--- src/rtl/fp_jam_pkg.sv ---
package fp_jam_pkg;

   localparam int N_CMD = 4;

   typedef enum logic [2:0] {
      ST_IDLE    = 3'd0,
      ST_J_OPC   = 3'd1,
      ST_J_ADR   = 3'd2,
      ST_J_NOP   = 3'd3,
      ST_W_PARK  = 3'd4,
      ST_W_SETUP = 3'd5,
      ST_W_STRB  = 3'd6,
      ST_W_REL   = 3'd7
   } fp_st_e;

   // index order equals arbitration priority (0 highest)
   typedef enum logic [1:0] {
      OP_EXAM = 2'd0,
      OP_EXNX = 2'd1,
      OP_DEP  = 2'd2,
      OP_DPNX = 2'd3
   } fp_op_e;

endpackage

--- src/rtl/fp_cmd_arb.sv ---
module fp_cmd_arb #(
   parameter int N_REQ = 4,
   localparam int IW   = (N_REQ > 1) ? $clog2(N_REQ) : 1
) (
   input  logic [N_REQ-1:0] req,
   input  logic             idle,
   output logic [N_REQ-1:0] grant,
   output logic [IW-1:0]    win_idx,
   output logic             take
);

   if (N_REQ < 1) begin : g_bad_n
      $error("fp_cmd_arb: N_REQ must be at least 1");
   end

   logic [N_REQ-1:0] pick;
   logic             found;

   // fixed priority, lowest index wins
   always_comb begin
      pick    = '0;
      found   = 1'b0;
      win_idx = '0;
      for (int i = 0; i < N_REQ; i++) begin
         if (!found && req[i]) begin
            found   = 1'b1;
            pick[i] = 1'b1;
            win_idx = IW'(i);
         end
      end
   end

   assign grant = idle ? pick : '0;
   assign take  = idle & found;

endmodule

--- src/rtl/fp_rd_watch.sv ---
module fp_rd_watch (
   input  logic clk,
   input  logic rst_n,
   input  logic cpu_dbin,
   input  logic cpu_fetch,
   output logic rd_done,
   output logic rd_fetch
);

   logic dbin_q;
   logic fetch_q;

   always_ff @(posedge clk or negedge rst_n) begin
      if (!rst_n) begin
         dbin_q  <= 1'b0;
         fetch_q <= 1'b0;
      end else begin
         dbin_q  <= cpu_dbin;
         fetch_q <= cpu_fetch;
      end
   end

   // read completes when the data-in strobe drops
   assign rd_done  = dbin_q & ~cpu_dbin;
   assign rd_fetch = fetch_q;

endmodule

--- src/rtl/fp_seq_fsm.sv ---
module fp_seq_fsm
   import fp_jam_pkg::*;
#(
   parameter int ADDR_W = 16,
   parameter int DATA_W = 8,
   localparam int N_AB  = ADDR_W / DATA_W,
   localparam int IDX_W = (N_AB > 1) ? $clog2(N_AB) : 1
) (
   input  logic              clk,
   input  logic              rst_n,
   input  logic              take,
   input  fp_op_e            op,
   input  logic [ADDR_W-1:0] sw_addr,
   input  logic              rd_done,
   input  logic              rd_fetch,
   input  logic              cpu_wait,
   output fp_st_e            st,
   output logic [IDX_W-1:0]  byte_idx,
   output logic [ADDR_W-1:0] addr_q,
   output logic              sw_oe,
   output logic              mem_wr,
   output logic              busy
);

   localparam logic [IDX_W-1:0] LAST_IDX = IDX_W'(N_AB - 1);

   fp_op_e op_q;
   logic   eat_opc;
   logic   eat_adr;

   assign eat_opc = rd_done &  rd_fetch;
   assign eat_adr = rd_done & ~rd_fetch;

   always_ff @(posedge clk or negedge rst_n) begin
      if (!rst_n) begin
         st       <= ST_IDLE;
         op_q     <= OP_EXAM;
         addr_q   <= '0;
         byte_idx <= '0;
      end else begin
         case (st)
            ST_IDLE: begin
               if (take) begin
                  op_q     <= op;
                  addr_q   <= sw_addr;
                  byte_idx <= '0;
                  case (op)
                     OP_EXAM: st <= ST_J_OPC;
                     OP_DEP:  st <= ST_W_PARK;
                     default: st <= ST_J_NOP;
                  endcase
               end
            end
            ST_J_OPC: begin
               if (eat_opc) st <= ST_J_ADR;
            end
            ST_J_ADR: begin
               if (eat_adr) begin
                  if (byte_idx == LAST_IDX) st <= ST_IDLE;
                  else byte_idx <= byte_idx + IDX_W'(1);
               end
            end
            ST_J_NOP: begin
               if (eat_opc) st <= (op_q == OP_DPNX) ? ST_W_PARK : ST_IDLE;
            end
            ST_W_PARK: begin
               if (cpu_wait) st <= ST_W_SETUP;
            end
            ST_W_SETUP: st <= ST_W_STRB;
            ST_W_STRB:  st <= ST_W_REL;
            ST_W_REL:   st <= (op_q == OP_DEP) ? ST_J_NOP : ST_IDLE;
            default:    st <= ST_IDLE;
         endcase
      end
   end

   assign sw_oe  = (st == ST_W_SETUP) || (st == ST_W_STRB);
   assign mem_wr = (st == ST_W_STRB);
   assign busy   = (st != ST_IDLE);

   AST_STRB_ONE_CYCLE: assert property (@(posedge clk) disable iff (!rst_n)
      mem_wr |=> !mem_wr);

   AST_STRB_AFTER_SETUP: assert property (@(posedge clk) disable iff (!rst_n)
      $rose(mem_wr) |-> $past(sw_oe));

   AST_OE_DROPS_AFTER_STRB: assert property (@(posedge clk) disable iff (!rst_n)
      $fell(mem_wr) |-> !sw_oe);

   AST_ADDR_HELD: assert property (@(posedge clk) disable iff (!rst_n)
      (busy && $past(busy)) |-> $stable(addr_q));

endmodule

--- src/rtl/fp_bus_ctl.sv ---
module fp_bus_ctl
   import fp_jam_pkg::*;
#(
   parameter int              ADDR_W    = 16,
   parameter int              DATA_W    = 8,
   parameter logic [DATA_W-1:0] JMP_OPC   = 8'hC3,
   parameter logic [DATA_W-1:0] NOP_OPC   = '0,
   parameter logic [DATA_W-1:0] IDLE_BYTE = '1,
   localparam int N_AB  = ADDR_W / DATA_W,
   localparam int IDX_W = (N_AB > 1) ? $clog2(N_AB) : 1
) (
   input  logic              clk,
   input  logic              rst_n,
   input  fp_st_e            st,
   input  logic [IDX_W-1:0]  byte_idx,
   input  logic [ADDR_W-1:0] addr_q,
   input  logic              cpu_wr_n,
   input  logic              sw_oe,
   output logic [DATA_W-1:0] jam_data,
   output logic              buf_cs_n,
   output logic              buf_dir_out
);

   logic [DATA_W-1:0] abyte [N_AB];

   // slice the held address into bytes, low byte at index 0
   for (genvar g = 0; g < N_AB; g++) begin : g_slice
      assign abyte[g] = addr_q[g*DATA_W +: DATA_W];
   end

   logic jam_on;

   always_comb begin
      jam_on   = 1'b1;
      jam_data = IDLE_BYTE;
      case (st)
         ST_J_OPC: jam_data = JMP_OPC;
         ST_J_ADR: jam_data = abyte[byte_idx];
         ST_J_NOP: jam_data = NOP_OPC;
         default:  jam_on   = 1'b0;
      endcase
   end

   assign buf_cs_n    = jam_on;
   // three independent sources may turn the buffers around
   assign buf_dir_out = ~rst_n | ~cpu_wr_n | sw_oe;

   AST_OE_NOT_ISOLATED: assert property (@(posedge clk) disable iff (!rst_n)
      sw_oe |-> !buf_cs_n);

   AST_OE_TURNS_DIR: assert property (@(posedge clk) disable iff (!rst_n)
      sw_oe |-> buf_dir_out);

   AST_WR_TURNS_DIR: assert property (@(posedge clk) disable iff (!rst_n)
      !cpu_wr_n |-> buf_dir_out);

endmodule

--- src/rtl/fp_jam_ctrl.sv ---
module fp_jam_ctrl
   import fp_jam_pkg::*;
#(
   parameter int              ADDR_W    = 16,
   parameter int              DATA_W    = 8,
   parameter logic [DATA_W-1:0] JMP_OPC   = 8'hC3,
   parameter logic [DATA_W-1:0] NOP_OPC   = '0,
   parameter logic [DATA_W-1:0] IDLE_BYTE = '1
) (
   input  logic              clk,
   input  logic              rst_n,
   input  logic [ADDR_W-1:0] sw_addr,
   input  logic              cmd_exam,
   input  logic              cmd_exam_nxt,
   input  logic              cmd_dep,
   input  logic              cmd_dep_nxt,
   input  logic              cpu_fetch,
   input  logic              cpu_dbin,
   input  logic              cpu_wait,
   input  logic              cpu_wr_n,
   output logic [DATA_W-1:0] jam_data,
   output logic              buf_cs_n,
   output logic              buf_dir_out,
   output logic              mem_wr,
   output logic              sw_oe,
   output logic              busy
);

   localparam int N_AB  = ADDR_W / DATA_W;
   localparam int IDX_W = (N_AB > 1) ? $clog2(N_AB) : 1;
   localparam int OIW   = $clog2(N_CMD);

   if (DATA_W < 8) begin : g_bad_dw
      $error("fp_jam_ctrl: DATA_W must hold an opcode (>= 8)");
   end
   if (ADDR_W % DATA_W != 0) begin : g_bad_aw
      $error("fp_jam_ctrl: ADDR_W must be a whole number of bytes");
   end

   logic [N_CMD-1:0] cmd_vec;
   logic [N_CMD-1:0] grant;
   logic [OIW-1:0]   win_idx;
   logic             take;
   fp_op_e           op;
   fp_st_e           st;
   logic [IDX_W-1:0] byte_idx;
   logic [ADDR_W-1:0] addr_q;
   logic             rd_done;
   logic             rd_fetch;

   assign cmd_vec = {cmd_dep_nxt, cmd_dep, cmd_exam_nxt, cmd_exam};
   assign op      = fp_op_e'(win_idx);

   fp_cmd_arb #(.N_REQ(N_CMD)) i_arb (
      .req     (cmd_vec),
      .idle    (~busy),
      .grant   (grant),
      .win_idx (win_idx),
      .take    (take)
   );

   fp_rd_watch i_rd (
      .clk       (clk),
      .rst_n     (rst_n),
      .cpu_dbin  (cpu_dbin),
      .cpu_fetch (cpu_fetch),
      .rd_done   (rd_done),
      .rd_fetch  (rd_fetch)
   );

   fp_seq_fsm #(.ADDR_W(ADDR_W), .DATA_W(DATA_W)) i_fsm (
      .clk      (clk),
      .rst_n    (rst_n),
      .take     (take),
      .op       (op),
      .sw_addr  (sw_addr),
      .rd_done  (rd_done),
      .rd_fetch (rd_fetch),
      .cpu_wait (cpu_wait),
      .st       (st),
      .byte_idx (byte_idx),
      .addr_q   (addr_q),
      .sw_oe    (sw_oe),
      .mem_wr   (mem_wr),
      .busy     (busy)
   );

   fp_bus_ctl #(
      .ADDR_W    (ADDR_W),
      .DATA_W    (DATA_W),
      .JMP_OPC   (JMP_OPC),
      .NOP_OPC   (NOP_OPC),
      .IDLE_BYTE (IDLE_BYTE)
   ) i_bus (
      .clk         (clk),
      .rst_n       (rst_n),
      .st          (st),
      .byte_idx    (byte_idx),
      .addr_q      (addr_q),
      .cpu_wr_n    (cpu_wr_n),
      .sw_oe       (sw_oe),
      .jam_data    (jam_data),
      .buf_cs_n    (buf_cs_n),
      .buf_dir_out (buf_dir_out)
   );

   AST_SINGLE_GRANT: assert property (@(posedge clk) disable iff (!rst_n)
      $onehot0(grant));

   AST_BUSY_AFTER_TAKE: assert property (@(posedge clk) disable iff (!rst_n)
      take |=> busy);

endmodule

--- config.mk ---
export PLATFORM = sky130hd
export DESIGN_NAME = fp_jam_ctrl
export DESIGN_NICKNAME = d
export VERILOG_FILES = /design/src/rtl/fp_jam_pkg.sv /design/src/rtl/fp_cmd_arb.sv /design/src/rtl/fp_rd_watch.sv /design/src/rtl/fp_seq_fsm.sv /design/src/rtl/fp_bus_ctl.sv /design/src/rtl/fp_jam_ctrl.sv
export SDC_FILE = /design/constraint.sdc
export NUM_CORES = 1
export LEC_CHECK = 0
export BUFFER_PORTS_ARGS = -buffer_cell sky130_fd_sc_hd__buf_4
export CAP_MARGIN = 10
export CORE_ASPECT_RATIO = 1.4
export CORE_UTILIZATION = 53
export DETAILED_ROUTE_END_ITERATION = 8
export PLACE_DENSITY = 0.82
export SLEW_MARGIN = 20
export SYNTH_ARGS = -nofsm -noshare
export SYNTH_HDL_FRONTEND = slang
export SYNTH_SLANG_ARGS = --single-unit
--- constraint.sdc ---
create_clock -name clk -period 5.65 [get_ports clk]
set_clock_uncertainty 0.15 [all_clocks]
set_input_delay 0.2825 -clock clk [delete_from_list [all_inputs] [get_ports clk]]
set_output_delay 0.2825 -clock clk [all_outputs]
set_load 0.005 [all_outputs]
==> results.tsv, run 1 <==
metric	value	unit
status	finished, violations left	
violated checks	design-rule violations	
Seq/Total Area, Yosys	47.3	%
GPL Wtd Cong	0.848	
hold path endpoint	i_fsm.addr_q[12]$_DFFE_PN0P_	
Most used DFF post-synth	dfrtp_1	
met3 WL	119	um
# fillers	177	
Clk pin slew, worst setup/hold paths	0.12	ns
post-layout minimum cycle time	2.25	ns
Data required, critical path	5.22	ns
most frequent cells in the layout	buf_4, dfrtp_1, mux2_1	
global-route wire length before repair	4.09	mm
CTS buffer count	3	
Ys Warns	0	
library cells used by synthesis	31	
Initial Utilization	57.0	%
crit path kind	register to primary output	
CP max FO	11	
fraction of layout cells with a size suffix above 1	37.3	%
antenna fix cells	0	
First DRT Iteration DRCs	22	
average size of a mapped cell	10.9	sq um
wire length on met1	1.07	mm
Row Count	20	
# H-tree levels	1	
Final Cycle Share	39.8	%
drt drc	6	
Worst Tran Pin Value	0.549	ns
final setup violating endpoints	0	
Mapped Cells	116	
flops & latches, synth	24	
Post-synth EDFFs	0	
CP endpoint kind	primary output	
hold_sp	sw_addr[12]	
Final Hold Fails	0	
Global Route Usage Sum	20.8	%
Pre-antenna DRT Iters	6	
Peak VDD IR	0.338	mV
R2R cell count	4	
clk sink count	24	
normalized max-slew margin	63.4	%
GR Overflow Total	0	
Leak	0.711	nW
P&R area growth vs syn	25.8	%
final antenna-violating net count	0	
vias in the first global route	985	
RSZ-0062 raised after global routing	false	
asr flop ratio synth	100	%
Vias	1018	
max layer used	met4	
CTS root buffer	clkbuf_4	
setup TNS	0	ns
CTS Buffer Depth	2	
FF-to-FF setup slack	3.55	ns
area of the core	2230	sq um
I/O pin cnt	39	
die span in x	43.4	um
Pwr Density	505	nW/um^2
IO Port Bufs	38	
Die Ht	59.9	um
f_max	444	MHz
WL final	2.49	mm
RR Startpoint	i_fsm.st[1]$_DFFE_PN0P_	
fin. max-slew vios	0	
WL/cell	14.2	um
Die ar.	2600	sq um
Vias/cell	5.82	
worst skew pair latency	0.30	ns
Critical Path AT	1.82	ns
mapped cell area	1270	sq um
HP Class	input port to register	
Critical R2R Capture	i_fsm.addr_q[3]$_DFFE_PN0P_	
most common cell after layout, fill and taps aside	buf_4	
Synth Net Count	142	
largest net degree at the start of global routing	26	
postcts setup bufs	0	
nets@finish	181	
max cap viols	0	
CTS tree	built	
initial antenna violation count	0	
Final Util	71.7	%
number of stages on the worst hold path	2	
WL met2	1.27	mm
CP Launch Type	register	
DP HPWL	1.83	mm
power by group:
part	internal, mW	switching (mW)
Sequential	0.250	0.0847
Combinational	0.233	0.168
Clock	0.0248	0.0460
sequential cells by signal, summed over array words and instances, names as in the netlist:
| signal | flops |
|---|---|
| i_rd.dbin_q | 1 |
| i_fsm.st | 3 |
| i_fsm.op_q | 2 |
| i_fsm.addr_q | 16 |
| i_fsm.byte_idx | 1 |
| i_rd.rd_fetch | 1 |
cell usage after synthesis, types with 2 or more instances:
| cell type | instances | area [sq um] |
|---|---|---|
| buf_2 | 3 | 15.0 |
| o21ai_1 | 2 | 10.0 |
| mux2_1 | 10 | 113 |
| nand3_1 | 4 | 20.0 |
| dfrtp_1 | 24 | 601 |
| a311o_1 | 2 | 20.0 |
| inv_1 | 4 | 15.0 |
| a21oi_1 | 7 | 35.0 |
| mux2i_1 | 8 | 80.1 |
| mux2_2 | 7 | 78.8 |
| o21ai_0 | 8 | 40.0 |
| nor2_1 | 8 | 30.0 |
| clkbuf_1 | 2 | 7.51 |
| nand2b_1 | 4 | 25.0 |
| or2_2 | 4 | 25.0 |
| nand2_1 | 3 | 11.3 |
| nor2b_1 | 2 | 12.5 |
logic make-up (layout without fill, tap and decap cells):
group	count (synthesis)	in the layout	share of synthesized area, %
AO/OA/AOI/OAI	24	24	12.1
buffers and inverters	12	49	4.43
multiplexers	25	25	21.4
AND/OR/NAND/NOR	31	31	14.8
flip-flops	24	24	47.3
stage by stage:
stage / power (mW) / setup slack, ns / std cells / area (sq um) / hold slack (ns)
floorplan: 0.597 / 3.87 / 116 / 1270 / -0.163
global placement: 0.721 / 3.64 / 169 / 1550 / 0.0459
detailed placement: 0.739 / 3.58 / 169 / 1550 / 0.0519
CTS: 0.811 / 3.42 / 175 / 1600 / 0.0355
global route: 0.870 / 3.32 / 175 / 1600 / 0.0298
finish: 0.806 / 3.40 / 175 / 1600 / 0.0381
final cells by class:
class                           count  area [sq um]  area share [%]
Timing Repair Buffer               41           315            19.7
Clock buffer                        3          22.5            1.41
Sequential cell                    24           601            37.6
Inverter                            5          18.8            1.17
Tap cell                           22          27.5            1.72
Multi-Input combinational cell     80           613            38.4
metal layers:
layer	global-route usage [%]	up-vias
li1	-	483
met1	26.9	492
met2	35.5	39
met3	2.42	4
met4	8.48	0
met5	0	-
worst max-delay path by stage:
| stage | startpoint | end | slack [ns] | depth (start not counted) |
|---|---|---|---|---|
| CTS | i_fsm.byte_idx$_DFFE_PN0P_ | jam_data[4] | 3.42 | 4 |
| detailed placement | i_fsm.st[1]$_DFFE_PN0P_ | i_fsm.addr_q[3]$_DFFE_PN0P_ | 3.58 | 4 |
| global placement | i_fsm.st[1]$_DFFE_PN0P_ | i_fsm.addr_q[2]$_DFFE_PN0P_ | 3.64 | 4 |
| floorplan | i_fsm.st[1]$_DFFE_PN0P_ | i_fsm.addr_q[10]$_DFFE_PN0P_ | 3.87 | 6 |
| global route | i_fsm.byte_idx$_DFFE_PN0P_ | jam_data[4] | 3.32 | 4 |
| finish | i_fsm.byte_idx$_DFFE_PN0P_ | jam_data[4] | 3.40 | 4 |
worst max-delay path, cell delays in order (launching register included):
cell and delay [ns]:
dfrtp_1 0.71, mux2i_1 0.29, a21oi_1 0.09, or2_2 0.30, buf_4 0.14
timing repair:
item                                   in CTS  in global routing
endpoints found under the hold margin      26                  0
gates resized for setup                     0                  0
hold buffers                                3                  0
No activity file was read; power rests on OpenSTA's default activity.
==> run 2: changes to the inputs <==
--- a/config.mk
+++ b/config.mk
@@ -5,12 +5,13 @@
 export SDC_FILE = /design/constraint.sdc
 export NUM_CORES = 1
 export LEC_CHECK = 0
+export ABC_AREA = 1
 export BUFFER_PORTS_ARGS = -buffer_cell sky130_fd_sc_hd__buf_4
 export CAP_MARGIN = 10
 export CORE_ASPECT_RATIO = 1.4
-export CORE_UTILIZATION = 53
+export CORE_UTILIZATION = 45
 export DETAILED_ROUTE_END_ITERATION = 8
-export PLACE_DENSITY = 0.82
+export PLACE_DENSITY = 0.74
 export SLEW_MARGIN = 20
 export SYNTH_ARGS = -nofsm -noshare
 export SYNTH_HDL_FRONTEND = slang
==> constraint.sdc (replaced) <==
create_clock -name clk -period 2 [get_ports clk]
set_clock_uncertainty 0.15 [all_clocks]
set_input_delay 0.1 -clock clk [delete_from_list [all_inputs] [get_ports clk]]
set_output_delay 0.1 -clock clk [all_outputs]
set_load 0.005 [all_outputs]
==> results.tsv, run 2 <==
metric	value	unit	change
Worst setup endpoint	jam_data[0]		
CP Launch Type	register		
worst skew pair latency	0.31	ns	about the same
flops & latches, synth	24		unchanged
Ys Warns	0		unchanged
area of the core	2670	sq um	+20%
compound-gate portion of the synthesized area	7.54	%	-4.6 points
crit path kind	register to primary output		
postcts setup bufs	0		unchanged
Critical R2R Capture	i_fsm.op_q[1]$_DFFE_PN0P_		
Pwr Density	1270	nW/um^2	+150%
CTS tree	built		
RR Startpoint	i_fsm.st[1]$_DFFE_PN0P_		
vias in the first global route	1287		+31%
max reg flops	16		unchanged
IO Port Bufs	38		unchanged
RSZ-0062 raised after global routing	false		
Data required, critical path	1.75	ns	-3.47 ns
global-route wire length before repair	5.34	mm	+31%
DP HPWL	2.26	mm	+24%
Die Ht	65.4	um	+9.2%
Leak	0.968	nW	+36%
area leader, netlist	dfrtp_1		
WL final	3.21	mm	+29%
initial antenna violation count	0		unchanged
Critical Path AT	1.62	ns	-0.20 ns
area share of fa/ha/maj cells after synthesis	0	%	unchanged
status	finished clean		
Tot Pwr	2.36	mW	+190%
placed cell count	252		+49%
cell area after layout	1850	sq um	+16%
final setup violating endpoints	0		unchanged
CP max FO	6		-5
largest family of logic cells by synthesized area	simple AND/OR/NAND/NOR gates		
multi-input logic area	628	sq um	+2.4%
Global Route Usage Sum	23.8	%	+2.9 points
R2R cell count	6		+2
Most used DFF post-synth	dfrtp_1		
I/O pin cnt	39		unchanged
GR Overflow Total	0		unchanged
top cell type's share of synthesized area	46.4	%	-0.87 points
WL/cell	11.6	um	-19%
Biggest register	i_fsm.addr_q		
CTS root buffer	clkbuf_4		
# fillers	241		+36%
Post-Layout Cell Count	277		+58%
Mapped Cells	181		+56%
# H-tree levels	1		unchanged
fraction of layout cells with a size suffix above 1	22.0	%	-15 points
fin. max-slew vios	0		unchanged
Clk pin slew, worst setup/hold paths	0.12	ns	about the same
CTS Buffer Depth	2		unchanged
Die ar.	3100	sq um	+19%
Row Count	22		+10%
P&R area growth vs syn	43.2	%	
Pre-antenna DRT Iters	4		-2
normalized max-slew margin	73.5	%	+10 points
most frequent cells in the layout	nand2_1, buf_4, nor2_1, dfrtp_1, dlygate4sd3_1		
f_max	534	MHz	
library cells used by synthesis	21		-32%
Initial Utilization	48.5	%	-8.6 points
asr flop ratio synth	100	%	unchanged
dpl cell area	1600	sq um	+3.7%
mux contribution to synthesized area	0	%	-21 points
Post-synth EDFFs	0		unchanged
top-count cell post-synth	nand2_1		
CTS buffer count	3		unchanged
Synth Net Count	207		+46%
post-layout minimum cycle time	1.87	ns	
register area	601	sq um	unchanged
GPL Wtd Cong	0.914		+7.8%
CP endpoint kind	primary output		
Synth area leaders	dfrtp_1, nand2_1, nor2_1		
Final Util	69.4	%	-2.3 points
Final Cycle Share	93.6	%	
max cap viols	0		unchanged
average size of a mapped cell	7.15	sq um	-35%
FF-to-FF setup slack	0.36	ns	-3.19 ns
nets@finish	269		+49%
die span in x	47.3	um	+9.1%
largest net degree at the start of global routing	26		unchanged
Final Hold Fails	0		unchanged
hold_sp	cmd_dep_nxt		
largest registers	i_fsm.addr_q (16), i_fsm.st (3), i_fsm.op_q (2)		
clk sink count	24		unchanged
list of most frequent post-synthesis cells	nand2_1, nor2_1, dfrtp_1, nand3_1		
final antenna-violating net count	0		unchanged
most common cell after layout, fill and taps aside	nand2_1		
simple-gate share of the synthesized area	40.4	%	+26 points
HP Class	input port to register		
antenna fix cells	0		unchanged
Worst Tran Pin Value	0.395	ns	-0.154 ns
Vias	1379		+35%
Vias/cell	4.98		-14%
Seq/Total Area, Yosys	46.4	%	-0.87 points
drt drc	0		-6
Peak VDD IR	0.808	mV	+140%
First DRT Iteration DRCs	47		+110%
mapped cell area	1290	sq um	+1.9%
Worst setup startpoint	i_fsm.st[0]$_DFFE_PN0P_		
Post-Synth XOR/XNOR Area	0	%	unchanged
setup TNS	0	ns	unchanged
-- run 2: changes by cell type in the layout (fill, tap and decap cells not counted), moves of 3 or more --
cell           delta
nand2_1          +78
nor2_1           +20
dlygate4sd3_1    +19
mux2_1           -10
mux2i_1           -8
mux2_2            -7
a21oi_1           -6
nand2b_1          -4
o31ai_1           +4
or2_2             -4
inv_2             +3
nand3_1           +3
-- run 2: what timing repair did --
item,4_1_cts,5_1_grt
hold endpoints to repair,44,0
gates resized for setup,0,2
hold buffers,22,0
endpoints found under the setup margin,0,2
-- run 2: worst min path at each step --
stage,to,cells past startpoint
floorplan,i_fsm.addr_q[0]$_DFFE_PN0P_,0
global placement,i_fsm.st[0]$_DFFE_PN0P_,1
detailed placement,i_fsm.st[0]$_DFFE_PN0P_,1
CTS,i_fsm.op_q[1]$_DFFE_PN0P_,3
global route,i_fsm.op_q[1]$_DFFE_PN0P_,3
finish,i_fsm.op_q[1]$_DFFE_PN0P_,3
-- run 2: power breakdown --
group          switching [mW]  internal [mW]  leakage, nW
Combinational           0.739          0.541        0.658
Sequential              0.175          0.699        0.297
Clock                   0.137         0.0704       0.0138
-- run 2: final cells by class --
cell class,count,area share [%]
inverters,11,2.36
clock buffers,3,1.22
flip-flops and latches,24,32.4
well taps,36,2.43
repair buffers,61,27.7
multi-input cells,142,33.9
-- run 2: per-layer routing --
metal	part of all wire [%]	vias to the layer above	track usage (%)
li1	-	689	-
met5	0	-	0
met4	2.5	0	8.93
met2	53	47	40.9
met3	4.3	9	4.12
met1	40	634	28.0
-- run 2: worst max-delay path, cell delays in order (launching register included) --
cell and delay [ns]:
dfrtp_1 0.50, inv_1 0.20, nand3_2 0.17, o31ai_1 0.28
buf_4 0.16
-- run 2: cells by family (layout without fill, tap and decap cells) --
logic type / after synthesis / count (layout)
compound gates: 17 / 17
flops: 24 / 24
buf+inv: 15 / 75
simple gates: 125 / 125
-- run 2: through the flow --
step	worst slack [ns]	hold slack (ns)
2_1_floorplan	0.574	-0.346
3_3_place_gp	0.448	-0.136
3_5_place_dp	0.411	-0.131
4_1_cts	0.101	0.0154
5_1_grt	0.0550	0.0544
6_report	0.128	0.0337
